## src/rtl/frac_div_pkg.sv

```systemverilog
// Shared widths, modulus constants and the setting record for the
// fractional feedback divider. Assumes moduli fit in F_W+1 bits.
package frac_div_pkg;
    parameter int N_W  = 10;
    parameter int A_W  = 5;
    parameter int F_W  = 4;
    parameter int Q_HI = 8;
    parameter int Q_LO = 5;

    typedef struct packed {
        logic [N_W-1:0] n;
        logic [A_W-1:0] a;
        logic [F_W-1:0] f;
        logic           q_sel;
        logic           p_sel;
    } div_cfg_t;
endpackage

```

## src/rtl/frac_cfg_shadow.sv

```systemverilog
// Pending setting register with range check. Captures the setting on
// load_i; the divider consumes it only at cycle boundaries. Assumes the
// reset default is a valid setting.
module frac_cfg_shadow
    import frac_div_pkg::*;
#(
    parameter int N_MIN = 34
) (
    input  logic     clk_i,
    input  logic     rst_ni,
    input  logic     load_i,
    input  div_cfg_t cfg_i,
    output div_cfg_t pend_o,
    output logic     bad_o
);
    localparam int CW = N_W + 1;

    logic [F_W:0] mod_val;
    logic         n_low, a_high, f_high;

    // capture the setting on the load strobe, default on reset
    always_ff @(posedge clk_i) begin
        if (!rst_ni) begin
            pend_o.n     <= N_W'(N_MIN);
            pend_o.a     <= '0;
            pend_o.f     <= '0;
            pend_o.q_sel <= 1'b1;
            pend_o.p_sel <= 1'b0;
        end else if (load_i) begin
            pend_o <= cfg_i;
        end
    end

    // range rules on the pending setting
    always_comb begin
        mod_val = pend_o.q_sel ? (F_W+1)'(Q_HI) : (F_W+1)'(Q_LO);
        n_low   = pend_o.n < N_W'(N_MIN);
        a_high  = (CW'(pend_o.a) + CW'(2)) >= CW'(pend_o.n);
        f_high  = {1'b0, pend_o.f} >= mod_val;
        bad_o   = n_low || a_high || f_high;
    end


    pend_hold_chk: assert property (@(posedge clk_i) disable iff (!rst_ni)
        !load_i |=> $stable(pend_o));
endmodule

```

## src/rtl/frac_accum.sv

```systemverilog
// Fractional accumulator. Steps once per division cycle (adv_i), adding
// f_i modulo the selected modulus; carry_o stretches the starting cycle.
// A modulus change restarts the phase at f_i without carry. Assumes
// f_i is below the modulus for exact averaging.
module frac_accum
    import frac_div_pkg::*;
(
    input  logic           clk_i,
    input  logic           rst_ni,
    input  logic           adv_i,
    input  logic [F_W-1:0] f_i,
    input  logic           q_sel_i,
    output logic           carry_o
);
    logic [F_W:0] acc_q;
    logic [F_W:0] sum;
    logic [F_W:0] mod_val;
    logic         qs_q;
    logic         restart;

    // next-sum, carry and restart decision
    always_comb begin
        mod_val = q_sel_i ? (F_W+1)'(Q_HI) : (F_W+1)'(Q_LO);
        sum     = acc_q + {1'b0, f_i};
        restart = q_sel_i != qs_q;
        carry_o = !restart && (sum >= mod_val);
    end

    // phase and last-modulus state, advanced at boundaries
    always_ff @(posedge clk_i) begin
        if (!rst_ni) begin
            acc_q <= '0;
            qs_q  <= 1'b1;
        end else if (adv_i) begin
            qs_q  <= q_sel_i;
            acc_q <= restart ? {1'b0, f_i} : (carry_o ? sum - mod_val : sum);
        end
    end


    acc_hold_chk: assert property (@(posedge clk_i) disable iff (!rst_ni)
        !adv_i |=> $stable(acc_q));


    restart_nocarry_chk: assert property (@(posedge clk_i) disable iff (!rst_ni)
        (adv_i && restart) |-> !carry_o);
endmodule

```

## src/rtl/frac_cycle_cnt.sv

```systemverilog
// Division-cycle counter. Loads ratio_i-1 at each boundary and counts
// down to zero; zero marks the boundary. The pulse is held off for the
// unprimed boundary right after reset. Assumes ratio_i >= 2.
module frac_cycle_cnt #(
    parameter int CNT_W = 17
) (
    input  logic             clk_i,
    input  logic             rst_ni,
    input  logic [CNT_W-1:0] ratio_i,
    output logic             bnd_o,
    output logic             pulse_o
);
    logic [CNT_W-1:0] cnt_q;
    logic             primed_q;

    // boundary and output pulse decode
    always_comb begin
        bnd_o   = cnt_q == '0;
        pulse_o = bnd_o && primed_q;
    end

    // reload at boundary, else count down
    always_ff @(posedge clk_i) begin
        if (!rst_ni) begin
            cnt_q    <= '0;
            primed_q <= 1'b0;
        end else begin
            primed_q <= 1'b1;
            cnt_q    <= bnd_o ? ratio_i - CNT_W'(1) : cnt_q - CNT_W'(1);
        end
    end


    reload_nonzero_chk: assert property (@(posedge clk_i) disable iff (!rst_ni)
        bnd_o |=> cnt_q != '0);
endmodule

```

## src/rtl/frac_fb_divider.sv

```systemverilog
// Top of the fractional pulse-swallow feedback divider. Forms the cycle
// ratio P*N + A + carry from the pending setting and the accumulator,
// and feeds it to the cycle counter. Assumes P_HI*N fits CNT_W bits.
module frac_fb_divider
    import frac_div_pkg::*;
#(
    parameter int P_LO  = 32,
    parameter int P_HI  = 64,
    parameter int N_MIN = 34
) (
    input  logic           clk_i,
    input  logic           rst_ni,
    input  logic           load_i,
    input  logic [N_W-1:0] n_i,
    input  logic [A_W-1:0] a_i,
    input  logic [F_W-1:0] f_i,
    input  logic           q_sel_i,
    input  logic           p_sel_i,
    output logic           div_o,
    output logic           cfg_bad_o
);
    localparam int CNT_W = $clog2(P_HI * (2 ** N_W) + (2 ** A_W) + 1);

    div_cfg_t         cfg_in;
    div_cfg_t         pend;
    logic             carry;
    logic             bnd;
    logic [CNT_W-1:0] p_val;
    logic [CNT_W-1:0] ratio;

    // gather the setting inputs into one record
    always_comb begin
        cfg_in.n     = n_i;
        cfg_in.a     = a_i;
        cfg_in.f     = f_i;
        cfg_in.q_sel = q_sel_i;
        cfg_in.p_sel = p_sel_i;
    end

    frac_cfg_shadow #(.N_MIN(N_MIN)) shadow_i (
        .clk_i  (clk_i),
        .rst_ni (rst_ni),
        .load_i (load_i),
        .cfg_i  (cfg_in),
        .pend_o (pend),
        .bad_o  (cfg_bad_o)
    );

    frac_accum accum_i (
        .clk_i   (clk_i),
        .rst_ni  (rst_ni),
        .adv_i   (bnd),
        .f_i     (pend.f),
        .q_sel_i (pend.q_sel),
        .carry_o (carry)
    );

    // ratio of the cycle starting at the next boundary
    always_comb begin
        p_val = pend.p_sel ? CNT_W'(P_HI) : CNT_W'(P_LO);
        ratio = p_val * CNT_W'(pend.n) + CNT_W'(pend.a) + CNT_W'(carry);
    end

    frac_cycle_cnt #(.CNT_W(CNT_W)) cnt_i (
        .clk_i   (clk_i),
        .rst_ni  (rst_ni),
        .ratio_i (ratio),
        .bnd_o   (bnd),
        .pulse_o (div_o)
    );


    pulse_width_chk: assert property (@(posedge clk_i) disable iff (!rst_ni)
        div_o |=> !div_o);
endmodule

```

## config.mk

```make
export PLATFORM = sky130hd
export DESIGN_NAME = frac_fb_divider
export DESIGN_NICKNAME = d
export VERILOG_FILES = /design/src/rtl/frac_div_pkg.sv /design/src/rtl/frac_cfg_shadow.sv /design/src/rtl/frac_accum.sv /design/src/rtl/frac_cycle_cnt.sv /design/src/rtl/frac_fb_divider.sv
export SDC_FILE = /design/constraint.sdc
export NUM_CORES = 1
export LEC_CHECK = 0
export ABC_AREA = 1
export BUFFER_PORTS_ARGS = -buffer_cell sky130_fd_sc_hd__buf_2
export CAP_MARGIN = 20
export CORE_MARGIN = 4
export CORE_UTILIZATION = 55
export CTS_BUF_LIST = sky130_fd_sc_hd__clkbuf_4
export CTS_CLUSTER_SIZE = 28
export DETAILED_ROUTE_END_ITERATION = 8
export PLACE_DENSITY_LB_ADDON = 0.25
export SLEW_MARGIN = 20
export SYNTH_ARGS = -nofsm -noshare
export SYNTH_HDL_FRONTEND = slang
export SYNTH_SLANG_ARGS = --single-unit
```

## constraint.sdc

```tcl
create_clock -name clk_i -period 8.8 [get_ports clk_i]
set_input_delay 0 -clock clk_i [delete_from_list [all_inputs] [get_ports clk_i]]
set_output_delay 0 -clock clk_i [all_outputs]
set_load 0.02 [all_outputs]
```

### Word level (Yosys, flattened, before mapping)

Cells that the tools add are included.
W data, S select, Z words.

* reductions and logical operators: 6
* equality and inequality tests: 1
* magnitude comparators: 4
* multiplexer cells: 6
* add/sub/neg operators: 7
* $mul: 1

Operator list (number)
* $sub A17 B1 Y17 const B: 2
* $add A17 B1 Y17: 1
* $add A17 B5 Y17: 1
* $logic_not A17 Y1: 1
* $mul A7 B10 Y17: 1
* $mux W17: 1
* $ge A11 B10 Y1: 1
* $lt A10 B6 Y1 const B: 1
* $mux W5: 2
* $mux W7: 1
* $add A5 B2 Y6 const B: 1
* $add A5 B4 Y5: 1
* $ge A4 B5 Y1: 1
* $ge A5 B4 Y1: 1
* $sub A5 B4 Y5: 1
* $mux W4: 1
* $logic_and A1 B1 Y1: 2
* $logic_or A1 B1 Y1: 2
* $logic_not A1 Y1: 1
* $mux W1: 1
* $ne A1 B1 Y1: 1

* logic and storage cells: 34
* bits in registers: 45
* output and inout port bits: 2
* input bits: 24

### Depth between registers and ports, before layout

* word-level depth: 6
* depth in mapped cells: 32
* mapped depth without buffers: 32

### Modules after synthesis

A second synthesis with hierarchy kept.

* cell total of the unflattened synthesis: 598
* area, all modules: 4050.1 sq um

By module, submodules not included
* frac_cycle_cnt: cells each 195, area an instance 1228.7 sq um, instances 1, sequential area each 360.3 sq um
* frac_fb_divider: cells each 167, area an instance 1079.8 sq um, instances 1, sequential area each 0.0 sq um
* frac_cfg_shadow: cells each 136, area an instance 1043.5 sq um, instances 1, sequential area each 420.4 sq um
* frac_accum: cells each 100, area an instance 698.2 sq um, instances 1, sequential area each 120.1 sq um

### Worst setup path after synthesis

Ideal clock, no wire load.

* path kind: register to register
* start: register accum_i.acc_q[1]
* end: register cnt_i.cnt_q[10]
* required time: 8.684 ns
* library setup time: 0.116 ns
* setup slack: 4.312 ns
* data arrival time: 4.373 ns
* stages on the path, launching flop included: 32
* path buffers: 0
* clock period less this slack: 4.488 ns
* path through: dfxtp_1 ha_1 nand2_1 nand2_1 a21oi_1 or2_2 nand2_1 inv_1 ha_1 nand2_1 nor2_1 nor2_1 nand2_1 inv_1 nand2_1 nand2_1 inv_1 ha_1 ha_1 inv_1 fa_1 inv_1 ha_1 inv_1 fa_1 o21ai_0 nand2_1 nand2_1 nand2_1 nand3_1 nand3_1 and3_1

* cells in the longest elaborated chain, start to end: 6

RTL lines
* start: declaration: RTL line frac_accum.sv:15 `logic [F_W:0] acc_q;`
* start signal: assignment: RTL line frac_accum.sv:36 `acc_q <= restart ? {1'b0, f_i} : (carry_o ? sum - mod_val : sum);`
* $add A5 B4 Y5: RTL line frac_accum.sv:24 `sum = acc_q + {1'b0, f_i};`
* $ge A5 B4 Y1: RTL line frac_accum.sv:26 `carry_o = !restart && (sum >= mod_val);`
* $logic_and A1 B1 Y1: RTL line frac_accum.sv:26
* $add A17 B1 Y17: RTL line frac_fb_divider.sv:61 `ratio = p_val * CNT_W'(pend.n) + CNT_W'(pend.a) + CNT_W'(carry);`
* $sub A17 B1 Y17: RTL line frac_cycle_cnt.sv:29 `cnt_q <= bnd_o ? ratio_i - CNT_W'(1) : cnt_q - CNT_W'(1);`
* $mux W17: RTL line frac_cycle_cnt.sv:29
* end signal: assignment: RTL line frac_cycle_cnt.sv:29
* end: declaration: RTL line frac_cycle_cnt.sv:13 `logic [CNT_W-1:0] cnt_q;`

No other way between the ends.
A chain may end at the register's enable or synchronous reset.

### Worst setup path after layout

* start: register shadow_i.pend_o[3] (netlist name)
* end: register cnt_i.cnt_q[10]

* cells in the longest elaborated chain, start to end: 6

RTL lines
* start: declaration: RTL line frac_cfg_shadow.sv:13 `output div_cfg_t pend_o,`
* start signal: assignment: RTL line frac_cfg_shadow.sv:30 `pend_o <= cfg_i;`
* $add A5 B4 Y5: RTL line frac_accum.sv:24
* $ge A5 B4 Y1: RTL line frac_accum.sv:26
* $logic_and A1 B1 Y1: RTL line frac_accum.sv:26
* $add A17 B1 Y17: RTL line frac_fb_divider.sv:61
* $sub A17 B1 Y17: RTL line frac_cycle_cnt.sv:29
* $mux W17: RTL line frac_cycle_cnt.sv:29

No other way between the ends.

==> summary.md <==
| Metric | Value |
|---|---|
| Non-Filler Instances | roughly 700 |
| Hold Crit Class | input pin to flop |
| Inst Count DP | roughly 660 |
| Top cells by area, synth | dfxtp_1, ha_1, nand2_1 |
| Hold Startpoint | load_i |
| Num CTS Buffers | 5 |
| Reg2Reg Depth | 31 |
| Worst flop-to-flop path startpoint | shadow_i.pend_o[3] |
| Period utilisation layout | a little under three fifths |
| CP arrival | between 5 and 6 ns |
| Slowest-stage cell, CP | fa_1 |
| Post-route ant nets | 0 |
| Post-route worst setup slack | 3.85 ns |
| CTS tree | yes |
| Synth warnings | 0 |
| Setup total negative slack | 0 ns |
| Total GRT Usage | 22.7% |
| Req. time, crit path | between 9 and 10 ns |
| IO Pins | 26 |
| Initial antenna violation count | 0 |
| CTS resizes | 0 |
| DRC errors left | 0 |
| First-pass GRT wire length | ~16,000 microns |
| Area delta synth->final | 13.4% |
| CTS root buffer | clkbuf_4 |
| Crit path launch type | flop |
| DRT Pass-1 Iters | 5 |
| Die height | around 92 microns |
| Die Footprint | approximately 8500 sq um |
| Seq cells post-synth | 45 |
| Worst stage delay on the critical path | 0.42 ns |
| Syn_nets | between 600 and 700 |
| Max VDD drop | 138 uV |
| Clk_skew | 0.0134 ns |
| Setup CP Type | flop to flop |
| Worst hold margin | 0.0509 ns |
| Min Tclk post-route | 4.95 ns |
| Clock-pin slew on the worst setup and hold paths | 0.14 ns |
| Port Buf Inserts | 25 |
| Final Hold Violating Endpoints | 0 |
| Setup slack, reg-to-reg | approximately 3.9 ns |
| Maximum root-to-sink buffer count | 2 |
| Layout Nets | a little under 700 |
| Fin. max-slew vios | 0 |
| Vias in the first global route | 3,547 |
| Worst Setup SP | shadow_i.pend_o[3] |
| Routability cong. | 0.892 |
| N_diodes | 0 |
| Post-synthesis sequential area ratio | 23.1% |
| Status | complete, no violations |
| Sink Count | 45 |
| Critical Path Fanout Max | 6 |
| P per Cell Area | about 230 nW/um^2 |
| # Max-Cap Violations | 0 |
| Actual slew at the worst max-slew pin | between 0.8 and 0.9 ns |
| Die Span X | around 90 microns |
| Top cell type by total area after synthesis | dfxtp_1 |
| Commonest cells after routing, fill and taps aside | nand2_1, inv_1, ha_1, a21oi_1, nor2_1 |
| Drt first-iter violations | 221 |
| RSZ-0062 raised after global routing | false |
| Num rows | 30 |
| Worst slack, placed | 3.86 ns |
| P_leak | around 0.0023 uW |
| CP endpoint | cnt_i.cnt_q[10] |
| Post-synth top area share | 23.1% |
| Htree depth | 2 |
| Rel. slew slack | 43.4% |
| Avg Cell Area, Syn | just over 7 sq um |
| F_max | between 0.2 and 0.25 GHz |
| Reg-to-reg endpoint | cnt_i.cnt_q[10] |
| Pin count of the biggest net entering global routing | 34 |
| Core region area | around 6800 sq um |
| Starting density of the core | between 50% and 60% |
| Gr ovfl total | 0 |
| Most common cell on crit path | nand2_1 |
| Cell Area, Synth | a little under 4000 sq um |
| Avg Vias per Cell | 5.37 |
| DP Wirelength | 6830 microns |
| Final setup violation count | 0 |
| Synth cell types | 35 |
| Total Wirelength | ~9000 microns |
| Clock network latency to the later pin of the worst-skew pair | 0.36 ns |
| Most common cell after layout, fill and taps aside | nand2_1 |
| Critical Path End Type | flop |
| Layout cell share with drive strength beyond 1 | approximately 7.5% |
| Via count | 3,731 |
| Mapped Cells | 553 |
| Wire per inst | 13.0 microns |
==> per-stage QoR <==
step / utilization [%] / total power, uW / cell area, sq um
5_1_grt: 64.6 / 1130 / 4420
4_1_cts: 64.6 / 1020 / 4420
2_1_floorplan: - / 764 / 3890
3_3_place_gp: 59.8 / 868 / 4080
3_5_place_dp: 59.8 / 882 / 4080
6_report: 64.6 / 1020 / 4420
==> synth_stat cells (all sizes together) <==
master,n
a211oi,1
a21boi,1
a21oi,51
and3,1
buf,4
clkbuf,8
dfxtp,45
fa,3
ha,66
inv,75
nand2,111
nand3,26
nand3b,6
nand4,11
nor2,52
nor3,8
nor4,1
o211a,2
o211ai,1
o21a,1
o21ai,52
o311ai,1
or2,2
xnor2,10
xor2,14
==> worst min-delay path by stage <==
stage	end	slack, ns	depth (start not counted)
2_1_floorplan	cnt_i.primed_q	0.03	0
3_3_place_gp	shadow_i.pend_o[16]	0.22	3
3_5_place_dp	shadow_i.pend_o[1]	0.22	3
4_1_cts	shadow_i.pend_o[8]	0.03	3
5_1_grt	shadow_i.pend_o[8]	0.03	3
6_report	shadow_i.pend_o[8]	0.05	3
==> critical path, delay by kind of cell (launching register included) <==
family	cells	cell delay (ns)
simple gates	16	1.70
buf+inv	6	0.42
fa+ha+maj	7	1.99
flops	1	0.36
compound gates	2	0.42
==> where the power goes <==
group	leakage [uW]	switching, uW	internal [uW]
registers	0.000372	39.3	246
logic	0.00184	368	239
clock network	0.0000410	68.5	58.0
total	0.00225	476	543
==> kinds of logic after synthesis <==
kind of cell | Yosys count | synth area share, %
and+or+nand+nor | 218 | 25.3
AOI/OAI and AO/OA | 110 | 14.8
adders and majority gates | 69 | 22.8
xor gates and xnor gates | 24 | 5.40
DFF | 45 | 23.1
buffers and inverters | 87 | 8.65
==> layer usage <==
metal  share of wire, %  wire length (microns)  GRT usage, %
met5                  0                      0             0
met4                2.4                    214          7.92
met3                5.1                    458          3.45
met2                 48                   4320          38.8
met1                 45                   4020          29.0
==> area by class of cell <==
cell class              instances  area [sq um]
clock buffers                   5          37.5
clock inverters                 2          35.0
fillers                       611          2420
inverters                      75           282
multi-input cells             421          2660
flip-flops and latches         45           901
well taps                      96           120
repair buffers                 51           385
==> what timing repair did <==
action,4_1_cts,5_1_grt
hold endpoints to repair,21,0
setup buffers,0,0
hold buffers,26,0
==> registers in the layout, indices dropped and copies added, names as in the netlist <==
| name | cells |
|---|---|
| accum_i.acc_q | 5 |
| accum_i.qs_q | 1 |
| cnt_i.cnt_q | 17 |
| cnt_i.primed_q | 1 |
| shadow_i.pend_o | 21 |
Power figures use the tool's default switching activity.
